$ cat src/rtl/tmr_chan_pkg.sv
package tmr_chan_pkg;

  // register word select
  localparam int unsigned REG_CNT   = 0;
  localparam int unsigned REG_CMP   = 1;
  localparam int unsigned REG_CTRL  = 2;
  localparam int unsigned REG_CCTRL = 3;

  // channel control/status bit positions
  localparam int unsigned CTRL_RUN      = 0;
  localparam int unsigned CTRL_OVF_IE   = 1;
  localparam int unsigned CTRL_EDGE_IE  = 2;
  localparam int unsigned CTRL_EDGE_POL = 3;
  localparam int unsigned CTRL_OVF_FLG  = 8;
  localparam int unsigned CTRL_EDGE_FLG = 9;

  // comparator control/status bit positions
  localparam int unsigned CCTRL_CMP_IE  = 0;
  localparam int unsigned CCTRL_CMP_FLG = 8;

  // event slots
  localparam int unsigned EV_CMP  = 0;
  localparam int unsigned EV_OVF  = 1;
  localparam int unsigned EV_EDGE = 2;
  localparam int unsigned NUM_EVT = 3;

  typedef struct packed {
    logic run;
    logic ovf_ie;
    logic edge_ie;
    logic edge_pol;
    logic cmp_ie;
  } chan_cfg_t;

endpackage

$ cat src/rtl/tmr_count_core.sv
module tmr_count_core #(
  parameter int unsigned W = 16
) (
  input  logic         clk,
  input  logic         rst_n,
  input  logic         run,
  input  logic         load,
  input  logic [W-1:0] load_val,
  input  logic [W-1:0] cmp_val,
  output logic [W-1:0] cnt,
  output logic         ovf_evt,
  output logic         cmp_evt
);

  localparam logic [W-1:0] CNT_TOP = {W{1'b1}};

  logic [W-1:0] cnt_q;
  logic [W-1:0] cnt_d;

  always_comb begin
    cnt_d = cnt_q;
    if (load)     cnt_d = load_val;
    else if (run) cnt_d = cnt_q + 1'b1;
  end

  always_ff @(posedge clk or negedge rst_n) begin
    if (!rst_n) cnt_q <= '0;
    else        cnt_q <= cnt_d;
  end

  // wrap only when the step really happens
  assign ovf_evt = run & ~load & (cnt_q == CNT_TOP);
  assign cmp_evt = run & (cnt_q == cmp_val);
  assign cnt     = cnt_q;

endmodule

$ cat src/rtl/tmr_edge_sync.sv
module tmr_edge_sync #(
  parameter int unsigned STAGES = 2,
  parameter bit          IDLE   = 1'b0
) (
  input  logic clk,
  input  logic rst_n,
  input  logic pin,
  input  logic rise_sel,
  output logic edge_evt
);

  logic [STAGES-1:0] sync_q;
  logic              prev_q;
  logic              lvl;

  generate
    if (STAGES == 1) begin : g_one
      always_ff @(posedge clk or negedge rst_n) begin
        if (!rst_n) sync_q <= IDLE;
        else        sync_q <= pin;
      end
    end else begin : g_chain
      always_ff @(posedge clk or negedge rst_n) begin
        if (!rst_n) sync_q <= {STAGES{IDLE}};
        else        sync_q <= {sync_q[STAGES-2:0], pin};
      end
    end
  endgenerate

  assign lvl = sync_q[STAGES-1];

  always_ff @(posedge clk or negedge rst_n) begin
    if (!rst_n) prev_q <= IDLE;
    else        prev_q <= lvl;
  end

  assign edge_evt = rise_sel ? (lvl & ~prev_q) : (~lvl & prev_q);

endmodule

$ cat src/rtl/tmr_sticky_flag.sv
module tmr_sticky_flag (
  input  logic clk,
  input  logic rst_n,
  input  logic set_evt,
  input  logic clr_req,
  output logic flag
);

  logic flag_q;

  // an event in the clearing cycle wins
  always_ff @(posedge clk or negedge rst_n) begin
    if (!rst_n)       flag_q <= 1'b0;
    else if (set_evt) flag_q <= 1'b1;
    else if (clr_req) flag_q <= 1'b0;
  end

  assign flag = flag_q;

endmodule

$ cat src/rtl/tmr_chan_irq.sv
module tmr_chan_irq
  import tmr_chan_pkg::*;
#(
  parameter int unsigned CNT_W       = 16,
  parameter int unsigned DATA_W      = 16,
  parameter int unsigned ADDR_W      = 2,
  parameter int unsigned SYNC_STAGES = 2,
  parameter bit          PIN_IDLE    = 1'b0
) (
  input  logic              clk,
  input  logic              rst_n,
  input  logic              bus_sel,
  input  logic              bus_wr,
  input  logic [ADDR_W-1:0] bus_addr,
  input  logic [DATA_W-1:0] bus_wdata,
  output logic [DATA_W-1:0] bus_rdata,
  input  logic              ev_pin,
  output logic              irq
);

  localparam logic [CNT_W-1:0] CMP_RST = {CNT_W{1'b1}};

  logic wr_any;
  logic wr_cnt, wr_cmp, wr_ctrl, wr_cctrl;

  assign wr_any   = bus_sel & bus_wr;
  assign wr_cnt   = wr_any & (bus_addr == ADDR_W'(REG_CNT));
  assign wr_cmp   = wr_any & (bus_addr == ADDR_W'(REG_CMP));
  assign wr_ctrl  = wr_any & (bus_addr == ADDR_W'(REG_CTRL));
  assign wr_cctrl = wr_any & (bus_addr == ADDR_W'(REG_CCTRL));

  // configuration fields
  chan_cfg_t        cfg_q;
  logic [CNT_W-1:0] cmp_q;
  logic             run_en;

  always_ff @(posedge clk or negedge rst_n) begin
    if (!rst_n) begin
      cfg_q <= '0;
    end else begin
      if (wr_ctrl) begin
        cfg_q.run      <= bus_wdata[CTRL_RUN];
        cfg_q.ovf_ie   <= bus_wdata[CTRL_OVF_IE];
        cfg_q.edge_ie  <= bus_wdata[CTRL_EDGE_IE];
        cfg_q.edge_pol <= bus_wdata[CTRL_EDGE_POL];
      end
      if (wr_cctrl) begin
        cfg_q.cmp_ie   <= bus_wdata[CCTRL_CMP_IE];
      end
    end
  end

  always_ff @(posedge clk or negedge rst_n) begin
    if (!rst_n)      cmp_q <= CMP_RST;
    else if (wr_cmp) cmp_q <= bus_wdata[CNT_W-1:0];
  end

  assign run_en = cfg_q.run;

  // counter and its two events
  logic [CNT_W-1:0]   cnt_q;
  logic [NUM_EVT-1:0] evt;

  tmr_count_core #(.W(CNT_W)) u_core (
    .clk      (clk),
    .rst_n    (rst_n),
    .run      (run_en),
    .load     (wr_cnt),
    .load_val (bus_wdata[CNT_W-1:0]),
    .cmp_val  (cmp_q),
    .cnt      (cnt_q),
    .ovf_evt  (evt[EV_OVF]),
    .cmp_evt  (evt[EV_CMP])
  );

  tmr_edge_sync #(.STAGES(SYNC_STAGES), .IDLE(PIN_IDLE)) u_edge (
    .clk      (clk),
    .rst_n    (rst_n),
    .pin      (ev_pin),
    .rise_sel (cfg_q.edge_pol),
    .edge_evt (evt[EV_EDGE])
  );

  // clear requests: a written zero in a flag position
  logic [NUM_EVT-1:0] clr;
  logic [NUM_EVT-1:0] flag_q;
  logic [NUM_EVT-1:0] ens;

  assign clr[EV_CMP]  = wr_cctrl & ~bus_wdata[CCTRL_CMP_FLG];
  assign clr[EV_OVF]  = wr_ctrl  & ~bus_wdata[CTRL_OVF_FLG];
  assign clr[EV_EDGE] = wr_ctrl  & ~bus_wdata[CTRL_EDGE_FLG];

  assign ens[EV_CMP]  = cfg_q.cmp_ie;
  assign ens[EV_OVF]  = cfg_q.ovf_ie;
  assign ens[EV_EDGE] = cfg_q.edge_ie;

  generate
    for (genvar k = 0; k < NUM_EVT; k++) begin : g_flag
      tmr_sticky_flag u_flag (
        .clk     (clk),
        .rst_n   (rst_n),
        .set_evt (evt[k]),
        .clr_req (clr[k]),
        .flag    (flag_q[k])
      );
    end
  endgenerate

  // combined request, registered
  logic irq_q;

  always_ff @(posedge clk or negedge rst_n) begin
    if (!rst_n) irq_q <= 1'b0;
    else        irq_q <= |(flag_q & ens);
  end

  assign irq = irq_q;

  // read mux
  always_comb begin
    bus_rdata = '0;
    unique case (bus_addr)
      ADDR_W'(REG_CNT): bus_rdata[CNT_W-1:0] = cnt_q;
      ADDR_W'(REG_CMP): bus_rdata[CNT_W-1:0] = cmp_q;
      ADDR_W'(REG_CTRL): begin
        bus_rdata[CTRL_RUN]      = cfg_q.run;
        bus_rdata[CTRL_OVF_IE]   = cfg_q.ovf_ie;
        bus_rdata[CTRL_EDGE_IE]  = cfg_q.edge_ie;
        bus_rdata[CTRL_EDGE_POL] = cfg_q.edge_pol;
        bus_rdata[CTRL_OVF_FLG]  = flag_q[EV_OVF];
        bus_rdata[CTRL_EDGE_FLG] = flag_q[EV_EDGE];
      end
      default: begin
        bus_rdata[CCTRL_CMP_IE]  = cfg_q.cmp_ie;
        bus_rdata[CCTRL_CMP_FLG] = flag_q[EV_CMP];
      end
    endcase
  end

endmodule

$ cat config.mk
export PLATFORM = sky130hd
export DESIGN_NAME = tmr_chan_irq
export DESIGN_NICKNAME = d
export VERILOG_FILES = /design/src/rtl/tmr_chan_pkg.sv /design/src/rtl/tmr_count_core.sv /design/src/rtl/tmr_edge_sync.sv /design/src/rtl/tmr_sticky_flag.sv /design/src/rtl/tmr_chan_irq.sv
export SDC_FILE = /design/constraint.sdc
export NUM_CORES = 1
export LEC_CHECK = 0
export ABC_AREA = 1
export ABC_CLOCK_PERIOD_IN_PS = 2300
export CAP_MARGIN = 20
export CORE_MARGIN = 3
export CORE_UTILIZATION = 58
export DETAILED_ROUTE_END_ITERATION = 12
export PLACE_DENSITY = 0.95
export SKIP_LAST_GASP = 1
export SLEW_MARGIN = 20
export SYNTH_ARGS = -nofsm -noshare
export SYNTH_HDL_FRONTEND = slang
export SYNTH_SLANG_ARGS = --single-unit
export TNS_END_PERCENT = 20
$ cat constraint.sdc
create_clock -name clk -period 2.3 [get_ports clk]
set_input_delay 0.575 -clock clk [delete_from_list [all_inputs] [get_ports clk]]
set_output_delay 0.575 -clock clk [all_outputs]
set_load 0.005 [all_outputs]
# After elaboration in Yosys (flattened, before gate mapping)
# Cells that the tools add are included.
[word_totals]
elab_cells = 59
memories = 0
rom_bits = 0
latchBits = 0
out_inout_bits = 17
regBits = 44
ramBits = 0
input_bits = 23
[classes]
n_eq_ne = 5
n_mul = 0
n_reduce_logical = 6
n_shift = 0
n_div = 0
n_bitwise = 19
addsub = 1
n_mux = 15
n_lt_le_gt_ge = 0
[op_table]
columns = ["cell", "n"]
rows = [
  ["16-bit 2-to-1 mux", 2],
  ["16-bit by 1-bit adder with 16-bit output (second input constant)", 1],
  ["16-bit equality test", 1],
  ["16-bit equality test (second input constant)", 1],
  ["1-bit bitwise AND", 13],
  ["6-bit case mux with 2 select lines", 1],
  ["1-bit case mux with 3 select lines", 3],
  ["3-bit case mux with 3 select lines", 1],
  ["4-bit case mux with 2 select lines", 1],
  ["2-bit nonzero test", 4],
  ["1-bit 2-to-1 mux", 7],
  ["1-bit inverter", 5],
  ["2-bit equality test (second input constant)", 2],
  ["3-bit bitwise AND", 1],
  ["3-bit OR reduction", 1],
  ["2-bit by 1-bit equality test with 1-bit output (second input constant)", 1],
  ["2-bit logical NOT", 1],
]

# Longest topological paths before layout
# Gate-level depths: netlist of the first run.
[logic_depth]
depth_word = 6
depth_mapped = 9
mapped_depth_nobuf = 9

# Cells and area by module
# A second synthesis of the first run with hierarchy kept.
[hier_totals]
cells_unflattened = 397
hier_area_um2 = 2879.0
[modules_own_cells]
columns = ["module", "cells_per_inst", "area_per_inst_um2", "seq_area_each_um2", "n_inst"]
rows = [
  ["tmr_count_core", 204, 1368.8, 400.4, 1],
  ["tmr_chan_irq", 169, 1290.0, 570.5, 1],
  ["tmr_sticky_flag", 5, 40.0, 25.0, 3],
  ["tmr_edge_sync", 9, 100.1, 75.1, 1],
]

# Worst setup path after synthesis of the first run
# OpenSTA, ideal clock, no wires.
[synth_timing]
path_type = "input -> output"
from = "in bus_addr[1]"
to = "out bus_rdata[2]"
stages = 4
t_required_ns = 1.725
path_buffers = 1
setup_slack_ns = 0.605
arrival_ns = 1.120
cell_sequence = "inv_1 -> nand2_1 -> buf_2 -> o211ai_1"
[synth_between]
elab_chain_len = 2
word_cells_on_any_way = 4
cone_classes = "2 x eq/ne; 1 x mux; 1 x reduce/logical"
[synth_lines]
columns = ["element", "line_no", "rtl"]
rows = [
  ["from (decl)", "tmr_chan_irq.sv:14", "input logic [ADDR_W-1:0] bus_addr,"],
  ["2-bit equality test, or another cell as far along", "tmr_chan_irq.sv:122", "unique case (bus_addr)"],
  ["3-bit case mux with 3 select lines *", "tmr_chan_irq.sv:122", ""],
  ["to (decl)", "tmr_chan_irq.sv:16", "output logic [DATA_W-1:0] bus_rdata,"],
]
# Mark *: on every way between the ends. The rest lies on a longest branch, timed or not.

# Worst setup path after layout of the first run
[layout_timing]
from = "in bus_addr[0]"
to = "out bus_rdata[15]"
[layout_between]
elab_chain_len = 2
word_cells_on_any_way = 3
cone_classes = "1 x eq/ne; 1 x mux; 1 x reduce/logical"
[layout_lines]
columns = ["element", "line_no"]
rows = [
  ["2-bit by 1-bit equality test with 1-bit output / 2-bit logical NOT (equally long branches)", "tmr_chan_irq.sv:122"],
  ["6-bit case mux with 2 select lines *", "tmr_chan_irq.sv:122"],
]
# Marks and branches as above.

==> results of run 1 <==
[logic make-up (layout without fill, tap and decap cells)]
| logic type | Yosys count | count (layout) |
|---|---|---|
| DFF | 44 | 44 |
| AOI/OAI and AO/OA | 64 | 64 |
| xor gates and xnor gates | 7 | 7 |
| and+or+nand+nor | 179 | 179 |
| adders and majority gates | 1 | 1 |
| buffers and inverters | 73 | 124 |
[power groups by stage]
stage          Combinational [mW]  Sequential [mW]  Clock, mW
3_3_place_gp                 1.08             1.27          0
4_1_cts                      1.13             1.28      0.502
3_5_place_dp                 1.14             1.28          0
5_1_grt                      1.29             1.32      0.542
2_1_floorplan               0.774             1.22          0
6_report                     1.14             1.29      0.503
[worst max-delay path by stage]
stage,from,endpoint,slack [ps],cells after the start
after floorplan,bus_addr[1],bus_rdata[2],600,4
final,bus_addr[0],bus_rdata[15],-180,6
after global placement,bus_addr[1],bus_rdata[0],-440,7
after detailed placement,bus_addr[1],bus_rdata[0],-500,7
after global routing,bus_addr[0],bus_rdata[0],-240,7
after CTS,bus_addr[0],bus_rdata[11],-180,6
[Yosys cell counts, types with 3 or more instances]
| cell type | number |
|---|---|
| a21oi_1 | 3 |
| buf_2 | 3 |
| buf_6 | 3 |
| dfrtp_1 | 28 |
| dfstp_2 | 16 |
| inv_1 | 62 |
| inv_2 | 3 |
| nand2_1 | 121 |
| nand2_2 | 3 |
| nand2_4 | 3 |
| nand3_1 | 20 |
| nand4_1 | 3 |
| nor2_1 | 24 |
| o21ai_0 | 26 |
| o21ai_1 | 3 |
| o21bai_1 | 3 |
| o221ai_1 | 7 |
| o22ai_1 | 18 |
| xnor2_1 | 3 |
| xor2_1 | 4 |
[what timing repair did]
item / 4_1_cts / 5_1_grt
gates resized for setup: 16 / 2
endpoints found under the hold margin: 0 / 0
setup endpoints to repair: 16 / 12
cloned: 0 / 0
[state kept, by name, summed over array words and instances (netlist names)]
name,count
cmp_q,16
u_core.cnt,16
cfg_q,4
g_flag.u_flag.flag,3
u_edge.sync_q,2
irq,1
run_en,1
u_edge.prev_q,1
[stage by stage]
| stage | hold slack [ps] | cell area (um^2) |
|---|---|---|
| 2_1_floorplan | 279 | 2650 |
| 3_3_place_gp | 345 | 3140 |
| 3_5_place_dp | 342 | 3140 |
| 4_1_cts | 247 | 3230 |
| 5_1_grt | 264 | 3230 |
| 6_report | 229 | 3230 |
[metal layers]
layer	track usage	share of wire	routed length [um]
met2	0.463	0.48	3460
met1	0.371	0.41	2940
met4	0.109	0.028	204
met3	0.0492	0.079	566
met5	0	0	0
[area by class of cell]
type / count / share of cell area
clock buffers: 8 / 0.0279
inverters: 65 / 0.0755
multi-input cells: 251 / 0.382
flip-flops and latches: 44 / 0.347
well taps: 50 / 0.0193
repair buffers: 51 / 0.148
==> impl_metrics.env, run 1 <==
export IMPL_status="complete, but fails checks"
export IMPL_violations="setup timing"
export IMPL_clockBufferDepth=2
export IMPL_end_kind="output port"
export IMPL_grt_max_degree=33
export IMPL_place_congestion=0.959
export IMPL_ys_ff_latch=44
export IMPL_grt_usage=0.282
export IMPL_synth_avg_cell_area_um2=7.20
export IMPL_seqCellArea_um2=1120
export IMPL_final_common_cell="nand2_1"
export IMPL_synth_edf_count=0
export IMPL_synthArstFlopShare=1.00
export IMPL_startpoint_type="input port"
export IMPL_worstSetupPathType="input port to output port"
export IMPL_reg2reg_from="u_core.cnt[0]$_DFFE_PN0P_"
export IMPL_first_global_vias=2530
export IMPL_crit_chain="dlygate4sd2_1, inv_1, nand2_1, buf_4, o22ai_1, clkdlybuf4s50_1"
export IMPL_vias=2694
export IMPL_firstDrtPassIters=7
export IMPL_drive_gt1_frac=0.122
export IMPL_final_cell_mix="121 x nand2_1, 60 x inv_1, 28 x dfrtp_1, 25 x o21ai_0, 25 x clkdlybuf4s50_1"
export IMPL_grt_overflow_total=0
export IMPL_muxShareOfSynthArea=0
export IMPL_synth_top_family_by_area="simple AND/OR/NAND/NOR gates"
export IMPL_syn_instance_count=368
export IMPL_post_route_util=0.770
export IMPL_die_w_um=73.6
export IMPL_p_sw_frac=0.400
export IMPL_drcViolationCount=0
export IMPL_seq_area_frac_synth=0.423
export IMPL_viasPerCell=5.74
export IMPL_antenna_found_initial=0
export IMPL_root_buffer="clkbuf_8"
export IMPL_r2r_end="u_core.cnt[14]$_DFFE_PN0P_"
export IMPL_clk_pin_slew_ps=90
export IMPL_arrival_ps=1910
export IMPL_critPathMaxStageDelay_ps=520
export IMPL_seqPwrFrac=0.440
export IMPL_synth_area_top_cells="dfrtp_1 26%, nand2_1 17%, dfstp_2 16%, inv_1 8.8%, o21ai_0 4.9%"
export IMPL_power_switching_mw=1.17
export IMPL_setup_tns_ps=-843
export IMPL_dp_cells=461
export IMPL_hold_buffers=0
export IMPL_antenna_cells=0
export IMPL_multi_input_area_um2=1240
export IMPL_worst_ir_drop_vdd_v=0.000556
export IMPL_rrSetupSlack_ps=760
export IMPL_grt_pass1_wl_um=11700
export IMPL_fp_dieH_um=73.6
export IMPL_numCtsBuffers=5
export IMPL_setup_slack_ps=-183
export IMPL_synth_top_area_cell="dfrtp_1"
export IMPL_yosys_area_share_simple=0.285
export IMPL_min_period_ps=2480
export IMPL_syn_cell_area_um2=2650
export IMPL_start_util=0.630
export IMPL_nets=442
export IMPL_period_share=1.08
export IMPL_synth_fa_ha_area_frac=0.00472
export IMPL_worst_pin_slew_ps=549
export IMPL_drt_iter0_drc=273
export IMPL_numClockSinks=44
export IMPL_finalHoldViolCount=0
export IMPL_path_buf_inv=4
export IMPL_io_pins=40
export IMPL_synth_xor_area_frac=0.0231
export IMPL_setup_violations=6
export IMPL_post_cts_buffers=0
export IMPL_cts_tree="done"
export IMPL_hp_class="input port to async pin"
export IMPL_hpwl_um=5280
export IMPL_max_freq_mhz=403
export IMPL_power_internal_mw=1.76
export IMPL_stdcell_count=469
export IMPL_synth_compound_area_frac=0.148
export IMPL_p_leak_nw=1.63
export IMPL_clockPowerShare=0.171
export IMPL_cap_viol_max_count=0
export IMPL_fp_dieArea_um2=5410
export IMPL_finClkSkew_ps=10.7
export IMPL_r2r_cells=8
export IMPL_area_growth_pct=22.1
export IMPL_path_delay_family="buffers and inverters"
export IMPL_required_ps=1730
export IMPL_rsz0062_at_grt="yes"
export IMPL_relSlewSlack=0.633
export IMPL_total_power_mw=2.94
export IMPL_syn_nets=392
export IMPL_cp_max_fo=9
export IMPL_clk_latency_ps=300
export IMPL_synth_top_area_share=0.265
export IMPL_numPortBuffers=39
export IMPL_drtAntennaViolNets=0
export IMPL_yosys_warnings=0
export IMPL_pwr_share_comb=0.389
export IMPL_n_fill_cell=303
export IMPL_ys_flop_type="dfrtp_1"
export IMPL_p_per_area_nw_per_um2=908
export IMPL_htreeDepth=2
export IMPL_ys_types=29
export IMPL_core_region_area_um2=4200
export IMPL_rows=23
export IMPL_cp_slowest_cell="clkdlybuf4s50_1"
export IMPL_pre_cts_slack_ps=-497
export IMPL_wl_um=7170
export IMPL_wl_per_cell_um=15.3
export IMPL_slew_viol_final=0
(Power assumes the default switching activity.)
==> run 2, diff against run 1 <==
==> constraint.sdc (replaced) <==
create_clock -name clk -period 2.3 [get_ports clk]
set_input_delay 0.575 -clock clk [delete_from_list [all_inputs] [get_ports clk]]
set_output_delay 0.575 -clock clk [all_outputs]
set_load 0.05 [all_outputs]
==> run 2 against run 1 <==
  * The run now ends clean
  * Critical path depth is the same
  * Clock skew decreased by 2.1 ps
  * Core utilization up 4.0 points
  * Power is 13% higher
  * Count of clock-buffer cells in the layout fell by 1
  * Register-to-register slack lost 30 ps
  * Critical path type unchanged
==> impl_metrics.env, run 2 (same netlist as run 1, synthesis figures left out) <==
export IMPL_status="completed"
export IMPL_multi_input_area_um2=1240
export IMPL_period_share=0.969
export IMPL_numCtsBuffers=5
export IMPL_r2r_cells=7
export IMPL_use_met2=0.488
export IMPL_total_power_mw=3.32
export IMPL_cts_tree="done"
export IMPL_wl_per_cell_um=16.0
export IMPL_hp_class="input port to async pin"
export IMPL_hpwl_um=5190
export IMPL_min_period_ps=2230
export IMPL_worstSetupStartpoint="bus_addr[1]"
export IMPL_place_congestion=0.951
export IMPL_nets=441
export IMPL_crit_chain="dlygate4sd2_1, inv_2, nand2_2, buf_4, o211ai_1, bufbuf_16"
export IMPL_wl_um=7500
export IMPL_io_pins=40
export IMPL_clk_pin_slew_ps=80
export IMPL_first_global_vias=2694
export IMPL_worstSetupPathType="input port to output port"
export IMPL_setup_violations=0
export IMPL_start_util=0.630
export IMPL_path_buf_inv=4
export IMPL_global_route_usage_met1=0.373
export IMPL_critPathMaxStageDelay_ps=300
export IMPL_drive_gt1_frac=0.175
export IMPL_grt_pass1_wl_um=12400
export IMPL_startpoint_type="input port"
export IMPL_grt_busiest_layer="met2"
export IMPL_rrSetupSlack_ps=730
export IMPL_grt_usage=0.299
export IMPL_area_growth_pct=28.4
export IMPL_hold_buffers=0
export IMPL_antenna_cells=0
export IMPL_firstDrtPassIters=5
export IMPL_finalHoldViolCount=0
export IMPL_rows=23
export IMPL_drtAntennaViolNets=0
export IMPL_numClockSinks=44
export IMPL_cp_max_fo=5
export IMPL_drcViolationCount=0
export IMPL_max_freq_mhz=449
export IMPL_fp_dieArea_um2=5410
export IMPL_grt_overflow_total=0
export IMPL_p_per_area_nw_per_um2=976
export IMPL_met3_usage=0.0780
export IMPL_vias=2716
export IMPL_die_w_um=73.6
export IMPL_fp_dieH_um=73.6
export IMPL_required_ps=1730
export IMPL_core_region_area_um2=4200
export IMPL_grt_max_degree=45
export IMPL_antenna_found_initial=0
export IMPL_worst_pin_slew_ps=568
export IMPL_r2r_end="g_flag[1].u_flag.flag$_DFFE_PN0P_"
export IMPL_hold_slack_ps=345
export IMPL_rsz0062_at_grt="no"
export IMPL_worst_ir_drop_vdd_v=0.000625
export IMPL_drt_iter0_drc=311
export IMPL_arrival_ps=1650
export IMPL_p_leak_nw=1.65
export IMPL_final_cell_mix="120 x nand2_1, 59 x inv_1, 28 x dfrtp_1, 24 x o21ai_0, 24 x nor2_1"
export IMPL_path_delay_family="buffers and inverters"
export IMPL_reg2reg_from="u_core.cnt[0]$_DFFE_PN0P_"
export IMPL_cp_slowest_cell="bufbuf_16"
export IMPL_htreeDepth=2
export IMPL_viasPerCell=5.80
export IMPL_relSlewSlack=0.622
export IMPL_finClkSkew_ps=8.64
export IMPL_n_fill_cell=251
export IMPL_slew_viol_final=0
export IMPL_end_kind="output port"
export IMPL_seqCellArea_um2=1120
export IMPL_clk_latency_ps=300
export IMPL_numPortBuffers=39
export IMPL_cap_viol_max_count=0
export IMPL_clockBufferDepth=2
export IMPL_final_common_cell="nand2_1"
export IMPL_root_buffer="clkbuf_8"
run 2: cell count changes in the layout (fill, tap and decap cells not counted), sizes merged:
cell / previous run / this run
clkinv: 0 / 1
clkdlybuf4s50: 25 / 20
dlygate4sd2: 11 / 1
dlymetal6s2s: 2 / 0
bufbuf: 0 / 1
buf: 13 / 27
run 2: where the power goes:
| group | switching, mW | total (mW) | internal, mW |
|---|---|---|---|
| registers | 0.267 | 1.30 | 1.03 |
| logic | 0.921 | 1.55 | 0.633 |
| clock network | 0.257 | 0.470 | 0.213 |
run 2: cell type report:
class	instances	share of cell area
Multi-Input combinational cell	251	0.366
Sequential cell	44	0.330
Timing Repair Buffer	50	0.190
Inverter	65	0.0717
Clock buffer	7	0.0224
Tap cell	50	0.0184
Clock inverter	1	0.00147
run 2: worst max path at each step:
stage                              end  slack, ps  depth (start not counted)
final                     bus_rdata[2]         70                          6
after global routing      bus_rdata[2]         30                          6
after CTS                 bus_rdata[2]          5                          6
after detailed placement  bus_rdata[0]       -260                          7
after global placement    bus_rdata[3]       -170                          5
after floorplan           bus_rdata[2]        -20                          4
run 2: layer usage:
| metal | wire length [um] | part of all wire | vias to the layer above |
|---|---|---|---|
| li1 | - | - | 1268 |
| met1 | 2920 | 0.39 | 1239 |
| met2 | 3650 | 0.49 | 171 |
| met3 | 694 | 0.092 | 38 |
| met4 | 240 | 0.032 | 0 |
| met5 | 0 | 0 | - |
run 2: metrics by stage:
step	setup WS (ps)	util	instances	setup TNS [ps]	area, um^2
detailed placement	-261	0.783	460	-3150	3290
global route	25.7	0.809	468	0	3400
CTS	4.89	0.810	468	0	3400
global placement	-170	0.783	460	-2240	3290
finish	71.4	0.809	468	0	3400
floorplan	-16.3	-	368	-16.3	2650
run 2: repair_timing:
item	4_1_cts	5_1_grt
buffers inserted	0	0
endpoints found under the setup margin	16	6
hold endpoints to repair	0	0
pin swaps	1	0
gates resized for setup	10	4
